--- src/rtl/whp_pkg.sv ---
package whp_pkg;

    localparam int KINDS = 3;
    localparam int IDX_W = 3;
    localparam int HDR_FIXED = 16;
    localparam logic [7:0] MATCH_HIT = 8'hFA;
    localparam logic [7:0] MATCH_ANY = 8'hCE;
    localparam logic [7:0] ACC_WIDTH = 8'd1;

    typedef enum logic [1:0] {
        K_PLAIN = 2'd0,
        K_WILD  = 2'd1,
        K_MATCH = 2'd2
    } kind_e;

    typedef struct packed {
        logic             active;
        logic [IDX_W-1:0] idx;
    } sel_t;

    typedef struct packed {
        logic       wr;
        logic       sel;
        logic [7:0] val;
        logic       hit;
    } wreq_t;

    function automatic logic is_io(input logic [IDX_W-1:0] idx);
        return idx >= 3'(KINDS);
    endfunction

    function automatic kind_e kind_of(input logic [IDX_W-1:0] idx);
        logic [IDX_W-1:0] k;
        k = is_io(idx) ? idx - 3'(KINDS) : idx;
        return kind_e'(k[1:0]);
    endfunction

    function automatic logic [31:0] trig_off(input logic [IDX_W-1:0] idx,
                                             input logic [31:0] mem_base,
                                             input logic [31:0] io_base);
        return (is_io(idx) ? io_base : mem_base) + {29'd0, idx};
    endfunction

    function automatic logic [7:0] match_of(input logic [IDX_W-1:0] idx);
        return (kind_of(idx) == K_WILD) ? MATCH_ANY : MATCH_HIT;
    endfunction

    function automatic int unsigned pfx_len(input logic [IDX_W-1:0] idx);
        return is_io(idx) ? 7 : 5;
    endfunction

    function automatic int unsigned mid_len(input logic [IDX_W-1:0] idx);
        case (kind_of(idx))
            K_PLAIN: return 3;
            K_WILD:  return 9;
            default: return 10;
        endcase
    endfunction

    function automatic logic [31:0] name_len(input logic [IDX_W-1:0] idx);
        return 32'(pfx_len(idx) + mid_len(idx) + 7);
    endfunction

    function automatic logic [31:0] hdr_len(input logic [IDX_W-1:0] idx);
        return 32'(HDR_FIXED) + name_len(idx) + 32'd1;
    endfunction

    // Character at position pos of the test name; 0 past its end.
    function automatic logic [7:0] name_byte(input logic [IDX_W-1:0] idx,
                                             input logic [31:0] pos);
        logic [55:0] pfx;
        logic [79:0] mid;
        logic [55:0] sfx;
        int unsigned plen, klen, p;
        p    = pos;
        sfx  = "eventfd";
        plen = pfx_len(idx);
        klen = mid_len(idx);
        pfx  = is_io(idx) ? "portio-" : {16'h0000, "mmio-"};
        case (kind_of(idx))
            K_PLAIN: mid = {56'h0, "no-"};
            K_WILD:  mid = {8'h00, "wildcard-"};
            default: mid = "datamatch-";
        endcase
        if (p < plen) return pfx[8*(plen-1-p) +: 8];
        p = p - plen;
        if (p < klen) return mid[8*(klen-1-p) +: 8];
        p = p - klen;
        if (p < 7) return sfx[8*(6-p) +: 8];
        return 8'h00;
    endfunction

    function automatic logic [7:0] hdr_byte(input logic [IDX_W-1:0] idx,
                                            input logic [31:0] cnt,
                                            input logic [31:0] pos,
                                            input logic [31:0] mem_base,
                                            input logic [31:0] io_base);
        logic [31:0] t;
        t = trig_off(idx, mem_base, io_base);
        if (pos >= 32'(HDR_FIXED)) return name_byte(idx, pos - 32'(HDR_FIXED));
        case (pos[3:0])
            4'd0:  return {5'd0, idx};
            4'd1:  return ACC_WIDTH;
            4'd4:  return t[7:0];
            4'd5:  return t[15:8];
            4'd6:  return t[23:16];
            4'd7:  return t[31:24];
            4'd8:  return match_of(idx);
            4'd12: return cnt[7:0];
            4'd13: return cnt[15:8];
            4'd14: return cnt[23:16];
            4'd15: return cnt[31:24];
            default: return 8'h00;
        endcase
    endfunction

endpackage

--- src/rtl/whp_decode.sv ---
module whp_decode
    import whp_pkg::*;
#(
    parameter bit IS_IO    = 1'b0,
    parameter int AW       = 12,
    parameter int SIZE_W   = 3,
    parameter int MEM_BASE = 2048,
    parameter int IO_BASE  = 128
) (
    input  logic              wr,
    input  logic [AW-1:0]     addr,
    input  logic [7:0]        wdata,
    input  logic [SIZE_W-1:0] size,
    input  sel_t              cur,
    output wreq_t             req
);
    logic [31:0] a32;
    logic        own_win;
    logic        at_trig;
    logic        data_ok;

    always_comb begin
        a32     = 32'(addr);
        own_win = cur.active && (is_io(cur.idx) == IS_IO);
        at_trig = a32 == trig_off(cur.idx, 32'(MEM_BASE), 32'(IO_BASE));
        data_ok = (kind_of(cur.idx) != K_MATCH) ||
                  ((size == SIZE_W'(1)) && (wdata == MATCH_HIT));
        req.wr  = wr;
        req.sel = wr && (addr == '0);
        req.val = wdata;
        req.hit = wr && (addr != '0) && own_win && at_trig && data_ok;
    end
endmodule

--- src/rtl/whp_core.sv ---
module whp_core
    import whp_pkg::*;
#(
    parameter int CNT_W = 32
) (
    input  logic             clk,
    input  logic             rst,
    input  wreq_t            mem_req,
    input  wreq_t            io_req,
    output sel_t             cur,
    output logic [CNT_W-1:0] cnt
);
    wreq_t            r;
    logic             r_io;
    logic             sel_ok;
    logic [IDX_W-1:0] new_idx;

    always_comb begin
        r_io    = !mem_req.wr;
        r       = r_io ? io_req : mem_req;
        sel_ok  = r.val < 8'(KINDS);
        new_idx = (r_io ? 3'(KINDS) : 3'd0) + r.val[IDX_W-1:0];
    end

    always_ff @(posedge clk) begin
        if (rst) begin
            cur <= '0;
            cnt <= '0;
        end else if (r.sel) begin
            if (sel_ok) begin
                cur.active <= 1'b1;
                cur.idx    <= new_idx;
                cnt        <= '0;
            end else begin
                cur.active <= 1'b0;
            end
        end else if (r.hit) begin
            cnt <= cnt + 1'b1;
        end
    end

    assert_reset_idle_R1: assert property (@(posedge clk)
        rst |=> !cur.active);

    assert_select_clears_R2: assert property (@(posedge clk) disable iff (rst)
        (mem_req.sel && mem_req.val < 8'd3) |=> (cur.active && cnt == '0));

    assert_bad_select_R3: assert property (@(posedge clk) disable iff (rst)
        (io_req.sel && !mem_req.wr && io_req.val >= 8'd3) |=> !cur.active);

    assert_count_step_R11: assert property (@(posedge clk) disable iff (rst)
        (cur.active && !mem_req.sel && !io_req.sel) |=>
            (cnt == $past(cnt)) || (cnt == CNT_W'($past(cnt) + 1'b1)));

    assert_idle_still_R10: assert property (@(posedge clk) disable iff (rst)
        (!cur.active && !mem_req.sel && !io_req.sel) |=> ($stable(cnt) && !cur.active));

    assert_mem_wins_R12: assert property (@(posedge clk) disable iff (rst)
        (mem_req.sel && io_req.sel && mem_req.val < 8'd3) |=>
            (cur.idx == $past(mem_req.val[IDX_W-1:0])));
endmodule

--- src/rtl/whp_readport.sv ---
module whp_readport
    import whp_pkg::*;
#(
    parameter int AW       = 12,
    parameter int SIZE_W   = 3,
    parameter int CNT_W    = 32,
    parameter int MEM_BASE = 2048,
    parameter int IO_BASE  = 128
) (
    input  logic              clk,
    input  logic              rst,
    input  logic [AW-1:0]     addr,
    input  logic [SIZE_W-1:0] size,
    input  sel_t              cur,
    input  logic [CNT_W-1:0]  cnt,
    output logic [7:0]        rdata
);
    logic [31:0] a32;
    logic [31:0] last;

    always_comb begin
        a32  = 32'(addr);
        last = a32 + 32'(size);
        if (!cur.active || last >= hdr_len(cur.idx))
            rdata = 8'h00;
        else
            rdata = hdr_byte(cur.idx, 32'(cnt), a32, 32'(MEM_BASE), 32'(IO_BASE));
    end

    assert_idle_reads_zero_R7: assert property (@(posedge clk) disable iff (rst)
        !cur.active |-> rdata == 8'h00);
endmodule

--- src/rtl/write_hit_probe.sv ---
module write_hit_probe
    import whp_pkg::*;
#(
    parameter int MEM_BASE = 2048,
    parameter int IO_BASE  = 128,
    parameter int CNT_W    = 32,
    parameter int SIZE_W   = 3,
    localparam int MEM_AW  = $clog2(2*MEM_BASE),
    localparam int IO_AW   = $clog2(2*IO_BASE)
) (
    input  logic              clk,
    input  logic              rst,
    input  logic              mem_wr,
    input  logic [MEM_AW-1:0] mem_addr,
    input  logic [7:0]        mem_wdata,
    input  logic [SIZE_W-1:0] mem_size,
    output logic [7:0]        mem_rdata,
    input  logic              io_wr,
    input  logic [IO_AW-1:0]  io_addr,
    input  logic [7:0]        io_wdata,
    input  logic [SIZE_W-1:0] io_size,
    output logic [7:0]        io_rdata
);
    sel_t             cur;
    logic [CNT_W-1:0] cnt;
    wreq_t            mem_req;
    wreq_t            io_req;

    whp_decode #(.IS_IO(1'b0), .AW(MEM_AW), .SIZE_W(SIZE_W),
                 .MEM_BASE(MEM_BASE), .IO_BASE(IO_BASE)) u_mem_dec (
        .wr(mem_wr), .addr(mem_addr), .wdata(mem_wdata), .size(mem_size),
        .cur(cur), .req(mem_req));

    whp_decode #(.IS_IO(1'b1), .AW(IO_AW), .SIZE_W(SIZE_W),
                 .MEM_BASE(MEM_BASE), .IO_BASE(IO_BASE)) u_io_dec (
        .wr(io_wr), .addr(io_addr), .wdata(io_wdata), .size(io_size),
        .cur(cur), .req(io_req));

    whp_core #(.CNT_W(CNT_W)) u_core (
        .clk(clk), .rst(rst), .mem_req(mem_req), .io_req(io_req),
        .cur(cur), .cnt(cnt));

    whp_readport #(.AW(MEM_AW), .SIZE_W(SIZE_W), .CNT_W(CNT_W),
                   .MEM_BASE(MEM_BASE), .IO_BASE(IO_BASE)) u_mem_rd (
        .clk(clk), .rst(rst), .addr(mem_addr), .size(mem_size),
        .cur(cur), .cnt(cnt), .rdata(mem_rdata));

    whp_readport #(.AW(IO_AW), .SIZE_W(SIZE_W), .CNT_W(CNT_W),
                   .MEM_BASE(MEM_BASE), .IO_BASE(IO_BASE)) u_io_rd (
        .clk(clk), .rst(rst), .addr(io_addr), .size(io_size),
        .cur(cur), .cnt(cnt), .rdata(io_rdata));
endmodule

--- config.mk ---
export PLATFORM = sky130hd
export DESIGN_NAME = write_hit_probe
export DESIGN_NICKNAME = d
export VERILOG_FILES = /design/src/rtl/whp_pkg.sv /design/src/rtl/whp_decode.sv /design/src/rtl/whp_core.sv /design/src/rtl/whp_readport.sv /design/src/rtl/write_hit_probe.sv
export SDC_FILE = /design/constraint.sdc
export NUM_CORES = 1
export LEC_CHECK = 0
export BUFFER_PORTS_ARGS = -buffer_cell sky130_fd_sc_hd__buf_2
export CAP_MARGIN = 20
export CORE_MARGIN = 2
export CORE_UTILIZATION = 45
export CTS_CLUSTER_DIAMETER = 50
export DETAILED_ROUTE_END_ITERATION = 16
export SYNTH_ARGS = -nofsm -noshare
export SYNTH_HDL_FRONTEND = slang
export SYNTH_SLANG_ARGS = --single-unit
--- constraint.sdc ---
create_clock -name clk -period 9.7 [get_ports clk]
set_input_delay 1.94 -clock clk [delete_from_list [all_inputs] [get_ports clk]]
set_output_delay 1.94 -clock clk [all_outputs]
set_load 0.02 [all_outputs]
==> flow_summary.yaml <==
run_status:
  outcome: "completed"
timing:
  worst_pin_slew_ns: 1.09
  timing.final.crit_period_ns: 9.10
  finalSetupViolations: 0
  fin_tns_setup_ns: 0
  maxSlewHeadroom_pct: 26.9
  slew_violations: 0
  finalHoldViolCount: 0
  setup_slack_ns: 0.604
  fmax_ghz: 0.110
  fin_crit_sh_pct: 93.8
  rsz0062_at_grt: "no"
  fin_worst_skew_ns: 0.00563
logic_synthesis:
  ys_types: 92
  synth.cell_area_sq_um: 7190
  syn_area_per_cell_sq_um: 6.88
  synth-main-ff-cell: "dfxtp_1"
  ys_ff_latch: 36
  synth_seq_area_share_pct: 10.0
  synth-edff-count: 0
  synth_nets: 1166
  synth-async-reset-ratio_pct: 0
  synthCells: 1046
  yosys_warnings: 0
floorplan:
  core_area_sq_um: 15800
  fp.dieH_microns: 130
  die-area_sq_um: 17000
  rows: 46
  die_x_microns: 130
  io_pins: 62
  start_util_pct: 45.6
place:
  hpwl_mm: 18.3
  gp_congestion: 0.975
  place_ws_ns: 0.748
  port_buffers: 61
  dp_cells: 1282
power:
  swShare_pct: 39.8
  pwr-share-seq_pct: 24.5
  irDropWorstVdd_mv: 0.0692
  p_leak_nw: 2.97
  power_density_nw_per_um2: 77.8
  pwr-share-clk_pct: 28.4
  pwr-share-comb_pct: 47.1
  p_int_mw: 0.363
  switchingPower_mw: 0.240
worst_setup_path:
  critPathKind: "reg2out"
  worstPathMaxFanout: 21
  worst_ep_arrival_time_ns: 7.16
  crit_path_end_kind: "primary output"
  worstPathRequired_ns: 7.76
  start_kind: "register"
cts:
  clkLatencyLatePin_ns: 0.28
  clkTransAtPathRegs_ns: 0.06
  cts_tree: "yes"
  clock_sinks: 36
  cts_max_level: 2
  cts_root_buf: "clkbuf_16"
  ctsHoldBuffers: 0
  cts_resized: 0
  clock_path_buffers: 2
  post-cts-setup-buffer-count: 0
  cts_buffers: 5
global_routing:
  grt_max_degree: 34
  use_met2_pct: 41.7
  top_usage_layer: "met2"
  use_met3_pct: 2.77
  gr-total-overflow: 0
  grt_pass1_wl_mm: 36.4
  antenna_found_initial: 0
  track_usage_pct: 26.9
  grt_util_met1_pct: 41.3
  grt_pass1_vias: 6697
drt:
  drtIter0Drc: 760
  wirelength_mm: 23.5
  vias: 7796
  ant_nets: 0
  drc_errors: 0
  drt_pre_antenna_iters: 7
  via_per_inst: 6.05
  wl_per_cell_microns: 18.2
cells_and_area:
  layout_common_cells: "nor2_1, nand2_1, a21oi_1"
  layout_commonest_cell: "nor2_1"
  diodes: 0
  final_cell_count_no_fill: 1289
  utilization_pct: 49.1
  fin_nets: 1193
  area_growth_syn_to_layout_pct: 7.74
  fill_cells: 1683
  drive_above_1_share_pct: 10.4
run:
  maxCapViolCount: 0
hold_path:
  hold_path_class: "reg2reg"
-- registers in the layout, summed over array words and instances (netlist names) --
name,flops
u_core.cnt,32
u_core.cur,4
-- final cells by class --
cell class              count  area [sq um]  area share, %
multi-input cells         900          6010           77.5
flip-flops and latches     36           721           9.30
repair buffers             70           373           4.81
well taps                 216           270           3.49
inverters                  60           225           2.91
clock buffers               7           153           1.97
-- worst max-delay path: stages (launching register included) --
cell and delay (ns):
dfxtp_1 0.63, ha_1 0.39, a211o_1 0.14, buf_4 0.28, clkinv_1 0.48, fa_1 0.64
a21oi_1 0.34, o21ai_0 0.29, a21oi_1 0.19, a21oi_1 0.08, nor4_1 0.20, a31oi_1 0.11
nor2_1 0.25, nand2_1 0.11, ha_1 0.28, nor2_1 0.11, nand3_1 0.08, a2111oi_0 0.39
o2111ai_1 0.16, or4b_1 0.51, o31a_1 0.27, nor3_1 0.39, nand3_1 0.14, a21oi_1 0.19
buf_2 0.20
-- synthesized netlist by cell type (all sizes together) (10+ instances only) --
| cell type | count | area share, % |
|---|---|---|
| a21oi | 90 | 6.3 |
| nor3 | 29 | 2.0 |
| buf | 12 | 0.87 |
| inv | 59 | 3.1 |
| xor2 | 16 | 1.9 |
| o21ai | 64 | 4.5 |
| and3 | 18 | 1.6 |
| mux2i | 14 | 1.9 |
| clkbuf | 38 | 2.5 |
| and2 | 11 | 0.97 |
| a31oi | 13 | 1.1 |
| nand2 | 105 | 5.5 |
| a21o | 14 | 1.5 |
| dfxtp | 36 | 10 |
| a211oi | 12 | 1.3 |
| xnor2 | 52 | 6.4 |
| nor2 | 114 | 5.9 |
| nor2b | 19 | 1.8 |
| nand3 | 42 | 2.9 |
| or3 | 25 | 2.2 |
| nand2b | 10 | 0.87 |
| ha | 66 | 11 |
| nor4 | 17 | 1.6 |
| o22ai | 18 | 1.8 |
-- cells by family after synthesis --
group	share of synthesized area [%]
buffers and inverters	6.45
multiplexers	3.39
flip-flops	10.0
AND/OR/NAND/NOR	30.3
XOR/XNOR	8.38
adder cells (fa/ha/maj)	13.7
AO/OA/AOI/OAI	27.8
-- per-layer routing --
layer  vias to the layer above  share of wire, %
met5                         -                 0
met4                         0               1.0
met3                        24               6.4
met2                       247                43
met1                      3662                49
li1                       3863                 -
-- worst paths after layout --
| kind | startpoint | endpoint | slack, ns | cells past startpoint |
|---|---|---|---|---|
| worst max-delay path | u_core.cur[1] | mem_rdata[6] | 0.60 | 24 |
| worst min-delay path | u_core.cnt[6] | u_core.cnt[6] | 0.52 | 2 |
| worst max register to register | u_core.cur[1] | u_core.cnt[11] | 6.33 | 9 |
| worst min register to register | u_core.cnt[6] | u_core.cnt[6] | 0.52 | 2 |
-- through the flow --
step	instance area (sq um)	power, mW	hold slack, ns
after floorplan	7190	0.367	0.468
after global placement	7600	0.429	0.505
after detailed placement	7600	0.429	0.510
after CTS	7750	0.601	0.517
after global routing	7750	0.640	0.542
final	7750	0.603	0.519
-- power groups by stage --
stage          logic (mW)  registers, mW  clock network [mW]
2_1_floorplan       0.216          0.151                   0
3_3_place_gp        0.278          0.151                   0
3_5_place_dp        0.278          0.151                   0
4_1_cts             0.279          0.148               0.174
5_1_grt             0.314          0.148               0.178
6_report            0.284          0.148               0.171
Power figures use the tool's default switching activity.
